===== config.mk =====
export PLATFORM = sky130hd
export DESIGN_NAME = prio_intc
export DESIGN_NICKNAME = d
export VERILOG_FILES = /design/src/rtl/prio_intc_pkg.sv /design/src/rtl/prio_intc_sync.sv /design/src/rtl/prio_intc_regs.sv /design/src/rtl/prio_intc_detect.sv /design/src/rtl/prio_intc_arb.sv /design/src/rtl/prio_intc.sv
export SDC_FILE = /design/constraint.sdc
export NUM_CORES = 1
export LEC_CHECK = 0
export CAP_MARGIN = 30
export CORE_ASPECT_RATIO = 1.1
export CORE_MARGIN = 2
export CORE_UTILIZATION = 35
export DETAILED_ROUTE_END_ITERATION = 8
export PLACE_DENSITY = 0.53
export RECOVER_POWER = 100
export REMOVE_ABC_BUFFERS = 1
export SLEW_MARGIN = 20
export SYNTH_ARGS = -nofsm -noshare
export SYNTH_HDL_FRONTEND = slang
export SYNTH_SLANG_ARGS = --single-unit

===== constraint.sdc =====
create_clock -name clk -period 4.5 [get_ports clk]
set_clock_uncertainty 0.2 [all_clocks]
set_input_delay 1.125 -clock clk [delete_from_list [all_inputs] [get_ports clk]]
set_output_delay 1.125 -clock clk [all_outputs]
set_load 0.01 [all_outputs]

===== src/rtl/prio_intc_pkg.sv =====
package prio_intc_pkg;
  localparam int unsigned IRQ_PINS       = 8;
  localparam int unsigned FIELD_W        = 4;
  localparam int unsigned REG_W          = 16;
  localparam int unsigned FIELDS_PER_REG = REG_W / FIELD_W;
  localparam int unsigned LEVEL_W        = FIELD_W + 1;
  localparam logic [LEVEL_W-1:0] NMI_LEVEL = LEVEL_W'(16);

  function automatic int unsigned reg_count(input int unsigned nfield);
    return (nfield + FIELDS_PER_REG - 1) / FIELDS_PER_REG;
  endfunction
endpackage


===== src/rtl/prio_intc_sync.sv =====
module prio_intc_sync #(
  parameter int unsigned W       = 1,
  parameter logic        RST_VAL = 1'b1
) (
  input  logic         clk,
  input  logic         rst_n,
  input  logic [W-1:0] async_i,
  output logic [W-1:0] sync_o
);
  logic [W-1:0] stage1_q, stage2_q;

  always_ff @(posedge clk or negedge rst_n) begin
    if (!rst_n) begin
      stage1_q <= {W{RST_VAL}};
      stage2_q <= {W{RST_VAL}};
    end else begin
      stage1_q <= async_i;
      stage2_q <= stage1_q;
    end
  end

  assign sync_o = stage2_q;
endmodule


===== src/rtl/prio_intc_regs.sv =====
module prio_intc_regs
  import prio_intc_pkg::*;
#(
  parameter int unsigned FIELD_CNT = 16,
  parameter int unsigned REG_CNT   = 4,
  parameter int unsigned ADDR_W    = 3
) (
  input  logic                         clk,
  input  logic                         rst_n,
  input  logic                         standby_i,
  input  logic [ADDR_W-1:0]            addr_i,
  input  logic                         wr_i,
  input  logic [REG_W-1:0]             wdata_i,
  input  logic                         nmi_level_i,
  output logic [REG_W-1:0]             rdata_o,
  output logic [FIELD_CNT*FIELD_W-1:0] fields_o,
  output logic [IRQ_PINS-1:0]          sense_o,
  output logic                         nmi_rise_o
);
  localparam int unsigned CTRL_W = IRQ_PINS + 1;
  localparam int unsigned RSVD_W = REG_W - CTRL_W - 1;

  logic [FIELD_CNT*FIELD_W-1:0] fields_q, fields_d;
  logic [CTRL_W-1:0]            ctrl_q, ctrl_d;
  logic                         ctrl_sel;

  assign ctrl_sel = (addr_i == ADDR_W'(REG_CNT));

  always_comb begin
    fields_d = fields_q;
    ctrl_d   = ctrl_q;
    if (standby_i) begin
      fields_d = '0;
      ctrl_d   = '0;
    end else if (wr_i) begin
      if (ctrl_sel) begin
        ctrl_d = wdata_i[CTRL_W-1:0];
      end else begin
        for (int f = 0; f < FIELD_CNT; f++) begin
          if (addr_i == ADDR_W'(f / FIELDS_PER_REG)) begin
            fields_d[f*FIELD_W +: FIELD_W] =
              wdata_i[REG_W-1-(f%FIELDS_PER_REG)*FIELD_W -: FIELD_W];
          end
        end
      end
    end
  end

  always_ff @(posedge clk or negedge rst_n) begin
    if (!rst_n) begin
      fields_q <= '0;
      ctrl_q   <= '0;
    end else begin
      fields_q <= fields_d;
      ctrl_q   <= ctrl_d;
    end
  end

  always_comb begin
    rdata_o = '0;
    if (ctrl_sel) begin
      rdata_o = {nmi_level_i, {RSVD_W{1'b0}}, ctrl_q};
    end else begin
      for (int f = 0; f < FIELD_CNT; f++) begin
        if (addr_i == ADDR_W'(f / FIELDS_PER_REG)) begin
          rdata_o[REG_W-1-(f%FIELDS_PER_REG)*FIELD_W -: FIELD_W] =
            fields_q[f*FIELD_W +: FIELD_W];
        end
      end
    end
  end

  always_comb begin
    for (int i = 0; i < IRQ_PINS; i++) begin
      sense_o[i] = ctrl_q[IRQ_PINS-1-i];
    end
  end

  assign fields_o   = fields_q;
  assign nmi_rise_o = ctrl_q[IRQ_PINS];

  // a standby cycle leaves every register at its reset value
  assert_standby_clears_R10: assert property (@(posedge clk) disable iff (!rst_n)
    standby_i |=> (fields_q == '0 && ctrl_q == '0));

  // reserved control bits never read as 1
  assert_reserved_zero_R3: assert property (@(posedge clk) disable iff (!rst_n)
    ctrl_sel |-> rdata_o[REG_W-2:CTRL_W] == '0);
endmodule


===== src/rtl/prio_intc_detect.sv =====
module prio_intc_detect
  import prio_intc_pkg::*;
#(
  parameter int unsigned VEC_W   = 5,
  parameter int unsigned NMI_VEC = 24
) (
  input  logic                clk,
  input  logic                rst_n,
  input  logic [IRQ_PINS-1:0] irq_sync_n_i,
  input  logic                nmi_sync_i,
  input  logic [IRQ_PINS-1:0] sense_i,
  input  logic                nmi_rise_i,
  input  logic                ack_i,
  input  logic [VEC_W-1:0]    ack_vec_i,
  output logic [IRQ_PINS-1:0] irq_pend_o,
  output logic                nmi_pend_o
);
  logic [IRQ_PINS-1:0] prev_q, prev_d;
  logic [IRQ_PINS-1:0] flag_q, flag_d;
  logic [IRQ_PINS-1:0] ack_hit;
  logic                nmi_prev_q, nmi_prev_d;
  logic                nmi_flag_q, nmi_flag_d;
  logic                nmi_ack, nmi_edge;

  always_comb begin
    prev_d = irq_sync_n_i;
    for (int i = 0; i < IRQ_PINS; i++) begin
      ack_hit[i] = ack_i && (ack_vec_i == VEC_W'(i));
      if (!sense_i[i]) begin
        flag_d[i]     = 1'b0;
        irq_pend_o[i] = ~irq_sync_n_i[i];
      end else begin
        flag_d[i]     = (flag_q[i] & ~ack_hit[i]) | (prev_q[i] & ~irq_sync_n_i[i]);
        irq_pend_o[i] = flag_q[i];
      end
    end
  end

  always_comb begin
    nmi_prev_d = nmi_sync_i;
    nmi_ack    = ack_i && (ack_vec_i == VEC_W'(NMI_VEC));
    nmi_edge   = nmi_rise_i ? (~nmi_prev_q & nmi_sync_i) : (nmi_prev_q & ~nmi_sync_i);
    nmi_flag_d = (nmi_flag_q & ~nmi_ack) | nmi_edge;
  end

  always_ff @(posedge clk or negedge rst_n) begin
    if (!rst_n) begin
      prev_q     <= '1;
      flag_q     <= '0;
      nmi_prev_q <= 1'b1;
      nmi_flag_q <= 1'b0;
    end else begin
      prev_q     <= prev_d;
      flag_q     <= flag_d;
      nmi_prev_q <= nmi_prev_d;
      nmi_flag_q <= nmi_flag_d;
    end
  end

  assign nmi_pend_o = nmi_flag_q;

  for (genvar g = 0; g < IRQ_PINS; g++) begin : g_flag_chk
    // a latched edge request ends only by its own acknowledge or a mode change
    assert_edge_flag_holds_R5: assert property (@(posedge clk) disable iff (!rst_n)
      $fell(flag_q[g]) |-> ($past(ack_hit[g]) || !$past(sense_i[g])));
  end

  // the latched non-maskable request ends only by its acknowledge
  assert_nmi_flag_holds_R9: assert property (@(posedge clk) disable iff (!rst_n)
    $fell(nmi_flag_q) |-> $past(nmi_ack));
endmodule


===== src/rtl/prio_intc_arb.sv =====
module prio_intc_arb
  import prio_intc_pkg::*;
#(
  parameter int unsigned SRC_CNT = 24,
  parameter int unsigned VEC_W   = 5
) (
  input  logic                       clk,
  input  logic                       rst_n,
  input  logic [SRC_CNT-1:0]         pend_i,
  input  logic [SRC_CNT*FIELD_W-1:0] prio_i,
  input  logic                       nmi_pend_i,
  output logic                       valid_o,
  output logic [LEVEL_W-1:0]         level_o,
  output logic [VEC_W-1:0]           vec_o
);
  logic [FIELD_W-1:0] best_lvl;
  logic [VEC_W-1:0]   best_vec;
  logic               valid_d, valid_q;
  logic [LEVEL_W-1:0] level_d, level_q;
  logic [VEC_W-1:0]   vec_d, vec_q;
  logic [SRC_CNT-1:0] live;

  always_comb begin
    best_lvl = '0;
    best_vec = '0;
    for (int i = 0; i < SRC_CNT; i++) begin
      live[i] = pend_i[i] && (prio_i[i*FIELD_W +: FIELD_W] != '0);
      if (pend_i[i] && (prio_i[i*FIELD_W +: FIELD_W] > best_lvl)) begin
        best_lvl = prio_i[i*FIELD_W +: FIELD_W];
        best_vec = VEC_W'(i);
      end
    end
    if (nmi_pend_i) begin
      valid_d = 1'b1;
      level_d = NMI_LEVEL;
      vec_d   = VEC_W'(SRC_CNT);
    end else begin
      valid_d = (best_lvl != '0);
      level_d = {1'b0, best_lvl};
      vec_d   = best_vec;
    end
  end

  always_ff @(posedge clk or negedge rst_n) begin
    if (!rst_n) begin
      valid_q <= 1'b0;
      level_q <= '0;
      vec_q   <= '0;
    end else begin
      valid_q <= valid_d;
      level_q <= level_d;
      vec_q   <= vec_d;
    end
  end

  assign valid_o = valid_q;
  assign level_o = level_q;
  assign vec_o   = vec_q;

  // a pending non-maskable request is reported next cycle at level 16
  assert_nmi_outranks_R9: assert property (@(posedge clk) disable iff (!rst_n)
    nmi_pend_i |=> (valid_q && level_q == NMI_LEVEL && vec_q == VEC_W'(SRC_CNT)));

  // with no live request the output goes idle
  assert_zero_prio_silent_R8: assert property (@(posedge clk) disable iff (!rst_n)
    (!nmi_pend_i && live == '0) |=> (!valid_q && level_q == '0));

  for (genvar s = 0; s < SRC_CNT; s++) begin : g_rank_chk
    // the reported level is never below any live request
    assert_winner_not_lower_R7: assert property (@(posedge clk) disable iff (!rst_n)
      live[s] |=> (valid_q && level_q >= LEVEL_W'($past(prio_i[s*FIELD_W +: FIELD_W]))));
  end
endmodule


===== src/rtl/prio_intc.sv =====
module prio_intc
  import prio_intc_pkg::*;
#(
  parameter int unsigned GRP_CNT   = 8,
  parameter int unsigned GRP_LINES = 2,
  localparam int unsigned PER_LINES = GRP_CNT * GRP_LINES,
  localparam int unsigned SRC_CNT   = IRQ_PINS + PER_LINES,
  localparam int unsigned FIELD_CNT = IRQ_PINS + GRP_CNT,
  localparam int unsigned REG_CNT   = reg_count(FIELD_CNT),
  localparam int unsigned ADDR_W    = $clog2(REG_CNT + 1),
  localparam int unsigned VEC_W     = $clog2(SRC_CNT + 1)
) (
  input  logic                 clk,
  input  logic                 rst_n,
  input  logic                 standby_i,
  input  logic [IRQ_PINS-1:0]  irq_pin_n_i,
  input  logic                 nmi_pin_i,
  input  logic [PER_LINES-1:0] periph_req_i,
  input  logic [ADDR_W-1:0]    bus_addr_i,
  input  logic                 bus_wr_i,
  input  logic [REG_W-1:0]     bus_wdata_i,
  output logic [REG_W-1:0]     bus_rdata_o,
  input  logic                 ack_i,
  input  logic [VEC_W-1:0]     ack_vec_i,
  output logic                 int_valid_o,
  output logic [LEVEL_W-1:0]   int_level_o,
  output logic [VEC_W-1:0]     int_vec_o
);
  logic                         rst_s1_q, rst_s2_q;
  logic                         rst_int_n;
  logic [IRQ_PINS:0]            pins_sync;
  logic [FIELD_CNT*FIELD_W-1:0] fields;
  logic [IRQ_PINS-1:0]          sense;
  logic                         nmi_rise;
  logic [IRQ_PINS-1:0]          irq_pend;
  logic                         nmi_pend;
  logic [SRC_CNT-1:0]           pend_all;
  logic [SRC_CNT*FIELD_W-1:0]   prio_src;

  always_ff @(posedge clk or negedge rst_n) begin
    if (!rst_n) begin
      rst_s1_q <= 1'b0;
      rst_s2_q <= 1'b0;
    end else begin
      rst_s1_q <= 1'b1;
      rst_s2_q <= rst_s1_q;
    end
  end
  assign rst_int_n = rst_s2_q;

  prio_intc_sync #(.W(IRQ_PINS + 1), .RST_VAL(1'b1)) u_sync (
    .clk     (clk),
    .rst_n   (rst_int_n),
    .async_i ({nmi_pin_i, irq_pin_n_i}),
    .sync_o  (pins_sync)
  );

  prio_intc_regs #(.FIELD_CNT(FIELD_CNT), .REG_CNT(REG_CNT), .ADDR_W(ADDR_W)) u_regs (
    .clk         (clk),
    .rst_n       (rst_int_n),
    .standby_i   (standby_i),
    .addr_i      (bus_addr_i),
    .wr_i        (bus_wr_i),
    .wdata_i     (bus_wdata_i),
    .nmi_level_i (pins_sync[IRQ_PINS]),
    .rdata_o     (bus_rdata_o),
    .fields_o    (fields),
    .sense_o     (sense),
    .nmi_rise_o  (nmi_rise)
  );

  prio_intc_detect #(.VEC_W(VEC_W), .NMI_VEC(SRC_CNT)) u_detect (
    .clk          (clk),
    .rst_n        (rst_int_n),
    .irq_sync_n_i (pins_sync[IRQ_PINS-1:0]),
    .nmi_sync_i   (pins_sync[IRQ_PINS]),
    .sense_i      (sense),
    .nmi_rise_i   (nmi_rise),
    .ack_i        (ack_i),
    .ack_vec_i    (ack_vec_i),
    .irq_pend_o   (irq_pend),
    .nmi_pend_o   (nmi_pend)
  );

  assign pend_all = {periph_req_i, irq_pend};

  for (genvar p = 0; p < IRQ_PINS; p++) begin : g_pin_prio
    assign prio_src[p*FIELD_W +: FIELD_W] = fields[p*FIELD_W +: FIELD_W];
  end

  for (genvar g = 0; g < GRP_CNT; g++) begin : g_grp
    for (genvar j = 0; j < GRP_LINES; j++) begin : g_line
      localparam int unsigned SRC = IRQ_PINS + g * GRP_LINES + j;
      assign prio_src[SRC*FIELD_W +: FIELD_W] = fields[(IRQ_PINS + g)*FIELD_W +: FIELD_W];
    end
  end

  prio_intc_arb #(.SRC_CNT(SRC_CNT), .VEC_W(VEC_W)) u_arb (
    .clk        (clk),
    .rst_n      (rst_int_n),
    .pend_i     (pend_all),
    .prio_i     (prio_src),
    .nmi_pend_i (nmi_pend),
    .valid_o    (int_valid_o),
    .level_o    (int_level_o),
    .vec_o      (int_vec_o)
  );
endmodule


==> results of run 1 <==
[registers in the layout, indices dropped and copies added, names as in the netlist]
name,count
u_detect.nmi_prev_q,1
u_detect.nmi_pend_o,1
u_sync.sync_o,9
u_sync.stage1_q,9
u_arb.valid_o,1
u_detect.flag_q,8
u_regs.ctrl_q,9
u_detect.prev_q,8
rst_int_n,1
rst_s1_q,1
u_arb.level_o,5
u_arb.vec_o,5
u_regs.fields_o,64
[layer usage]
layer	global-route usage, %	part of all wire [%]
met1	31.35	42
met2	43.41	50
met3	3.114	4.3
met4	9.414	3.9
met5	0	0
[per-stage QoR]
stage | cell area, sq um | utilization (%) | cells
after floorplan | 10200 | - | 1216
after global placement | 14180 | 48.25 | 2028
after detailed placement | 14180 | 48.25 | 2028
after CTS | 16340 | 55.58 | 2128
after global routing | 17130 | 58.27 | 2158
final | 17130 | 58.27 | 2158
[repair_timing]
| action | 4_1_cts | 5_1_grt |
|---|---|---|
| setup endpoints to repair | 10 | 18 |
| cloned | 1 | 1 |
| resized for setup | 244 | 124 |
| buffers inserted | 70 | 29 |
| pin swaps | 114 | 135 |
[worst paths after layout]
check	start	endpoint	slack, ns	depth (start not counted)
max	u_sync.sync_o[0]$_DFF_PN1_	u_arb.level_o[0]$_DFF_PN0_	-29.75	186
min	rst_int_n$_DFF_PN0_	u_regs.ctrl_q[1]$_DFFE_PN0P_	0.04	0
max reg2reg	u_sync.sync_o[0]$_DFF_PN1_	u_arb.level_o[0]$_DFF_PN0_	-29.75	186
min reg2reg	rst_int_n$_DFF_PN0_	u_regs.ctrl_q[1]$_DFFE_PN0P_	0.04	0
max in group asynchronous	rst_int_n$_DFF_PN0_	u_detect.nmi_prev_q$_DFF_PN1_	0.61	2
min in group clk	u_sync.stage1_q[8]$_DFF_PN1_	u_sync.sync_o[8]$_DFF_PN1_	0.16	0
[cell type report]
class	count	area, sq um
Tap cell	374	467.9
Fill cell	2526	12270
Multi-Input combinational cell	993	8277
Inverter	101	401.6
Clock inverter	11	82.58
Clock buffer	21	503.0
Sequential cell	122	3087
Timing Repair Buffer	536	4313
[cells in the final DEF, fill, tap and decap left out, types with 25 or more instances in the layout]
cell / n
clkdlybuf4s50_1: 53
buf_4: 432
dlygate4sd3_1: 25
ha_4: 44
o21ai_0: 43
nand2_1: 222
a21oi_1: 98
dfrtp_1: 95
inv_1: 68
nand3_1: 29
mux2_4: 36
nor2_1: 54
[worst register-to-register path, delay by kind of cell, from the launching register on]
kind / cells / cell delay (ns)
multiplexers: 25 / 6.58
adder cells (fa/ha/maj): 23 / 4.98
AO/OA/AOI/OAI: 69 / 12.66
AND/OR/NAND/NOR: 43 / 6.78
flip-flops: 1 / 0.57
buffers and inverters: 26 / 2.44
[logic make-up (layout without fill, tap and decap cells)]
| kind of cell | Yosys count | count (layout) | synth area share, % |
|---|---|---|---|
| and+or+nand+nor | 466 | 466 | 20.73 |
| AOI/OAI and AO/OA | 360 | 360 | 23.76 |
| buffers and inverters | 147 | 669 | 5.465 |
| DFF | 122 | 122 | 29.70 |
| muxes | 86 | 86 | 10.99 |
| adders and majority gates | 72 | 72 | 8.643 |
| xor gates and xnor gates | 8 | 8 | 0.6742 |
| other | 1 | 1 | 0.03608 |
[power by group through the flow]
stage / clock, W / combinational (W) / sequential [W]
detailed placement: 0 / 0.00647 / 0.00121
global route: 0.00141 / 0.00966 / 0.00118
finish: 0.00134 / 0.00898 / 0.00118
floorplan: 0 / 0.00358 / 0.00122
CTS: 0.00135 / 0.00805 / 0.00119
global placement: 0 / 0.00640 / 0.00121
==> results.txt, run 1 <==
Top-count cell post-synth: nand2_1
I/O pins: 81
Crit path largest cell delay: 0.57 ns
Largest net degree at the start of global routing: 73
Global-route wire length before repair: 60.78 mm
TritonRoute pass-1 iters: 5
Synth area leader: dfrtp_1
Setup_tns: -297.18 ns
Port Buffer Count: 80
Slew @ Worst Pin: 3.098 ns
Sequential share of power: 10.3%
Mean area per synthesized cell: 8.236 sq um
TritonCTS clock tree: done
Final Cycle Share: 761.0%
Fraction of layout cells with a size suffix above 1: 46.13%
Worst skew pair latency: 0.43 ns
Chip height: 184.7 um
CTS Hold Bufs: 0
Sw Pwr: 0.004746 W
Hold Crit Class: reg -> async
Worst Slack Setup Final: -29.75 ns
Clk sinks: 122
Vias in the first global route: 11.38k
DR WL/cell: 18.46 um
Largest buffer count on any clock path: 2
Final setup fails: 21
Max cap viols: 1
Max Slew Vio Count: 58
Final GP Congestion: 0.8742
Starting density of the core: 35.35%
Gr ovfl total: 0
Fin nets: 1,896
CP max-delay cell: dfstp_2
Synth-to-Final Area Change: 64.82%
Worst path top cell family by delay: compound AO/OA/AOI/OAI gates
Reg clk slew, reported paths: 0.06 ns
1st-iter DRT viols: 712
# H-tree levels: 4
Core ar.: 29,400 sq um
Die width: 168.3 um
Top-area cell type share of the netlist area: 22.87%
WS Path Type: reg -> reg
Cell Int Power: 0.006751 W
CP Capture Type: flip-flop
Most used cell, CP: ha_4
Site Rows: 66
Relative slew margins: -106.6%
Failing checks: capacitance limit, slew limit, setup timing
Synth area leaders: dfrtp_1 (23%), nand2_1 (8.6%), ha_1 (8.5%)
CP Data Required Time: 4.65 ns
Clk Tree Root Cell: clkbuf_16
CP Max Fanout: 6
Synth Instances: 1,262
Total power draw: 0.01150 W
Die area: 31,090 sq um
DRC violations left: 0
Top_reg_cell synth: dfrtp_1
Final WL: 39.84 mm
Clock power frac: 11.7%
Post-synth EDFFs: 0
Total CTS buffers: 17
Register area share after synthesis: 29.70%
Fmax: 0.02920 GHz
Share of total power in combinational logic: 78.1%
Startpoint type of the worst setup path: flip-flop
RSZ-0062 raised after global routing: true
Worst hold margin: 0.04269 ns
Ant diodes: 0
Leakage power: 7.455 nW
Arr. time, crit path: 34.40 ns
Routed Antenna Nets: 0
Post-synthesis cell area: 10,390 sq um
Worst vdd ir: 0.8109 mV
Post-DP HPWL: 28.51 mm
Ys async rst share: 100.0%
Synthesized flop and latch total: 122
Final Critical Period: 34.25 ns
Status: finished, violations left
Gr usage total: 24.84%
Initial antenna violation count: 0
Commonest cells post-synth: nand2_1 (239), a21oi_1 (120), inv_1 (101), dfrtp_1 (95)
WP buf/inv: 26
YS warnings: 0
Final hold vios: 0
DP Worst Slack: -32.36 ns
Library cells used by synthesis: 99
Via count: 11.60k
Vias per inst: 5.373
Cell Pwr Density: 671.1 nW/um^2
Switching share of power: 41.28%
Note: power is estimated with default switching activity, not from simulation.
==> inputs of run 2 (changes only) <==
--- a/config.mk
+++ b/config.mk
@@ -8,9 +8,9 @@
 export CAP_MARGIN = 30
 export CORE_ASPECT_RATIO = 1.1
 export CORE_MARGIN = 2
-export CORE_UTILIZATION = 35
+export CORE_UTILIZATION = 36
 export DETAILED_ROUTE_END_ITERATION = 8
-export PLACE_DENSITY = 0.53
+export PLACE_DENSITY = 0.55
 export RECOVER_POWER = 100
 export REMOVE_ABC_BUFFERS = 1
 export SLEW_MARGIN = 20
==> results.txt, run 2 (synthesis gave the netlist of run 1 again) <==
Status: finished, violations left (unchanged)
Failing checks: setup timing (was capacitance limit, slew limit, setup timing)
DR WL/cell: 18.34 um (was 18.46 um)
Starting density of the core: 36.41% (was 35.35%)
Post-DP HPWL: 28.60 mm (was 28.51 mm)
Final WL: 39.79 mm (was 39.84 mm)
Final hold vios: 0 (unchanged)
Gr usage total: 24.98% (was 24.84%)
Reg-to-Reg End: u_arb.level_o[0]$_DFF_PN0_ (unchanged)
# H-tree levels: 4 (unchanged)
Fillers: 2,434 (was 2,526)
Most frequent cells in the layout: buf_4 (459), nand2_1 (227), a21oi_1 (99) (was buf_4 (432), nand2_1 (222), a21oi_1 (98))
Die area: 30,250 sq um (was 31,090 sq um)
Register Area: 3092 sq um (was 3087 sq um)
Crit. Startpoint: u_sync.sync_o[0]$_DFF_PN1_ (unchanged)
GRT met2 Usage: 44.08% (was 43.41%)
Area of the multi-input gates: 8134 sq um (was 8277 sq um)
WS Path Type: reg -> reg (unchanged)
Final setup fails: 10 (was 21)
Worst skew pair latency: 0.43 ns (about the same)
Reg clk slew, reported paths: 0.06 ns (about the same)
Worst Slack Setup Final: -29.47 ns (was -29.75 ns)
Path depth of the worst reg2reg path: 185 (was 186)
Synth-to-Final Area Change: 64.45% (was 64.82%)
Site Rows: 65 (was 66)
Met3 Usage GRT: 3.427% (was 3.114%)
DRC violations left: 0 (unchanged)
Final GP Congestion: 0.8833 (was 0.8742)
Startpoint type of the worst setup path: flip-flop (unchanged)
1st-iter DRT viols: 1,003 (was 712)
Crit path largest cell delay: 0.57 ns (about the same)
CP Capture Type: flip-flop (unchanged)
CP Data Required Time: 4.65 ns (about the same)
Max cap viols: 0 (was 1)
Vias in the first global route: 11.63k (was 11.38k)
Routed Antenna Nets: 0 (unchanged)
Cell Pwr Density: 677.0 nW/um^2 (was 671.1 nW/um^2)
Ant diodes: 0 (unchanged)
Fmax: 0.02944 GHz (was 0.02920 GHz)
I/O pins: 81 (unchanged)
Clk Tree Root Cell: clkbuf_16 (unchanged)
Leakage power: 7.462 nW (was 7.455 nW)
CP Max Fanout: 7 (was 6)
Max reg flops: 64 (unchanged)
Gr ovfl total: 0 (unchanged)
Max Slew Vio Count: 0 (was 58)
Core ar.: 28,550 sq um (was 29,400 sq um)
Total CTS buffers: 17 (unchanged)
R2R Setup Slk: -29.47 ns (was -29.75 ns)
Grt peak-use layer: met2 (unchanged)
TritonCTS clock tree: done (unchanged)
Most used cell, CP: mux2_4 (was ha_4)
DP Worst Slack: -31.92 ns (was -32.36 ns)
Final Critical Period: 33.97 ns (was 34.25 ns)
CP max-delay cell: dfstp_2 (unchanged)
RSZ-0062 raised after global routing: true (unchanged)
Non-Filler Instances: 2,170 (was 2,158)
Final Cell Area: 17,090 sq um (was 17,130 sq um)
Relative slew margins: 48.24% (was -106.6%)
Largest net degree at the start of global routing: 63 (was 73)
Final Cycle Share: 754.8% (was 761.0%)
Die width: 166.0 um (was 168.3 um)
Worst r2r src: u_sync.sync_o[0]$_DFF_PN1_ (unchanged)
Placed Area: 14,300 sq um (was 14,180 sq um)
Commonest non-fill, non-tap cell in the layout: buf_4 (unchanged)
Placed Cells: 2,038 (was 2,028)
Crit path capture: u_arb.level_o[0]$_DFF_PN0_ (unchanged)
Slew @ Worst Pin: 0.7763 ns (was 3.098 ns)
Total power draw: 0.01157 W (was 0.01150 W)
Via count: 11.71k (was 11.60k)
Fin nets: 1,914 (was 1,896)
Port Buffer Count: 80 (unchanged)
Clk sinks: 122 (unchanged)
Hold path cells: 0
Hold Crit Class: reg -> reg (was reg -> async)
Largest buffer count on any clock path: 2 (unchanged)
TritonRoute pass-1 iters: 6 (was 5)
Arr. time, crit path: 34.11 ns (was 34.40 ns)
Met1 Usage GRT: 31.69% (was 31.35%)
Global-route wire length before repair: 60.70 mm (was 60.78 mm)
Vias per inst: 5.397 (was 5.373)
Fin util: 59.88% (was 58.27%)
Fraction of layout cells with a size suffix above 1: 46.39% (was 46.13%)
Initial antenna violation count: 1 (was 0)
Worst vdd ir: 0.7106 mV (was 0.8109 mV)
Chip height: 182.2 um (was 184.7 um)
run 2: cell types whose count changed in the layout (fill, tap and decap cells not counted), moves of 5 or more:
cell | before | now
dlygate4sd3_1 | 25 | 0
clkdlybuf4s50_1 | 53 | 79
buf_4 | 432 | 459
o21ai_1 | 9 | 18
o21ai_0 | 43 | 38
nand2_1 | 222 | 227
buf_6 | 16 | 11
mux2i_2 | 5 | 11
run 2: what timing repair did:
action	4_1_cts	5_1_grt
gates cloned	1	0
setup buffers	64	38
pin swaps	105	123
gates resized for setup	189	152
hold buffers	0	0
setup endpoints to repair	12	14
run 2: worst min path at each step:
stage / startpoint / end
global placement: rst_s1_q$_DFF_PN0_ / rst_int_n$_DFF_PN0_
finish: rst_s1_q$_DFF_PN0_ / rst_int_n$_DFF_PN0_
floorplan: rst_s1_q$_DFF_PN0_ / rst_int_n$_DFF_PN0_
global route: rst_s1_q$_DFF_PN0_ / rst_int_n$_DFF_PN0_
CTS: rst_s1_q$_DFF_PN0_ / rst_int_n$_DFF_PN0_
detailed placement: rst_s1_q$_DFF_PN0_ / rst_int_n$_DFF_PN0_
run 2: power by group:
part | total, W | internal, W | switching, W
Sequential | 0.00119 | 0.00115 | 0.0000364
Combinational | 0.00903 | 0.00485 | 0.00418
Clock | 0.00136 | 0.000831 | 0.000527
run 2: metal layers:
layer / routed length (um) / vias to the layer above
li1: - / 5569
met1: 16830 / 5672
met2: 19830 / 386
met3: 1911 / 82
met4: 1206 / 2
met5: 11 / -
run 2: critical path: cells and delay by family (launching register included):
family          cells  cell delay [ns]
compound gates     78            13.27
mux                24             6.69
simple gates       38             6.34
fa+ha+maj          23             5.15
buf+inv            22             1.64
flops               1             0.57
run 2: cell type report:
class / count / area share, %
inverters: 101 / 2.291
well taps: 368 / 2.694
clock inverters: 13 / 0.8272
clock buffers: 19 / 2.591
repair buffers: 554 / 25.92
multi-input cells: 993 / 47.59
flip-flops and latches: 122 / 18.09
run 2: per-stage QoR:
step                TNS [ns]  hold slack (ns)
global route         -309.76           0.1540
floorplan            -308.00           0.1312
finish               -293.43           0.1447
CTS                  -290.04           0.1485
detailed placement   -318.37           0.1358
global placement     -310.89           0.1361
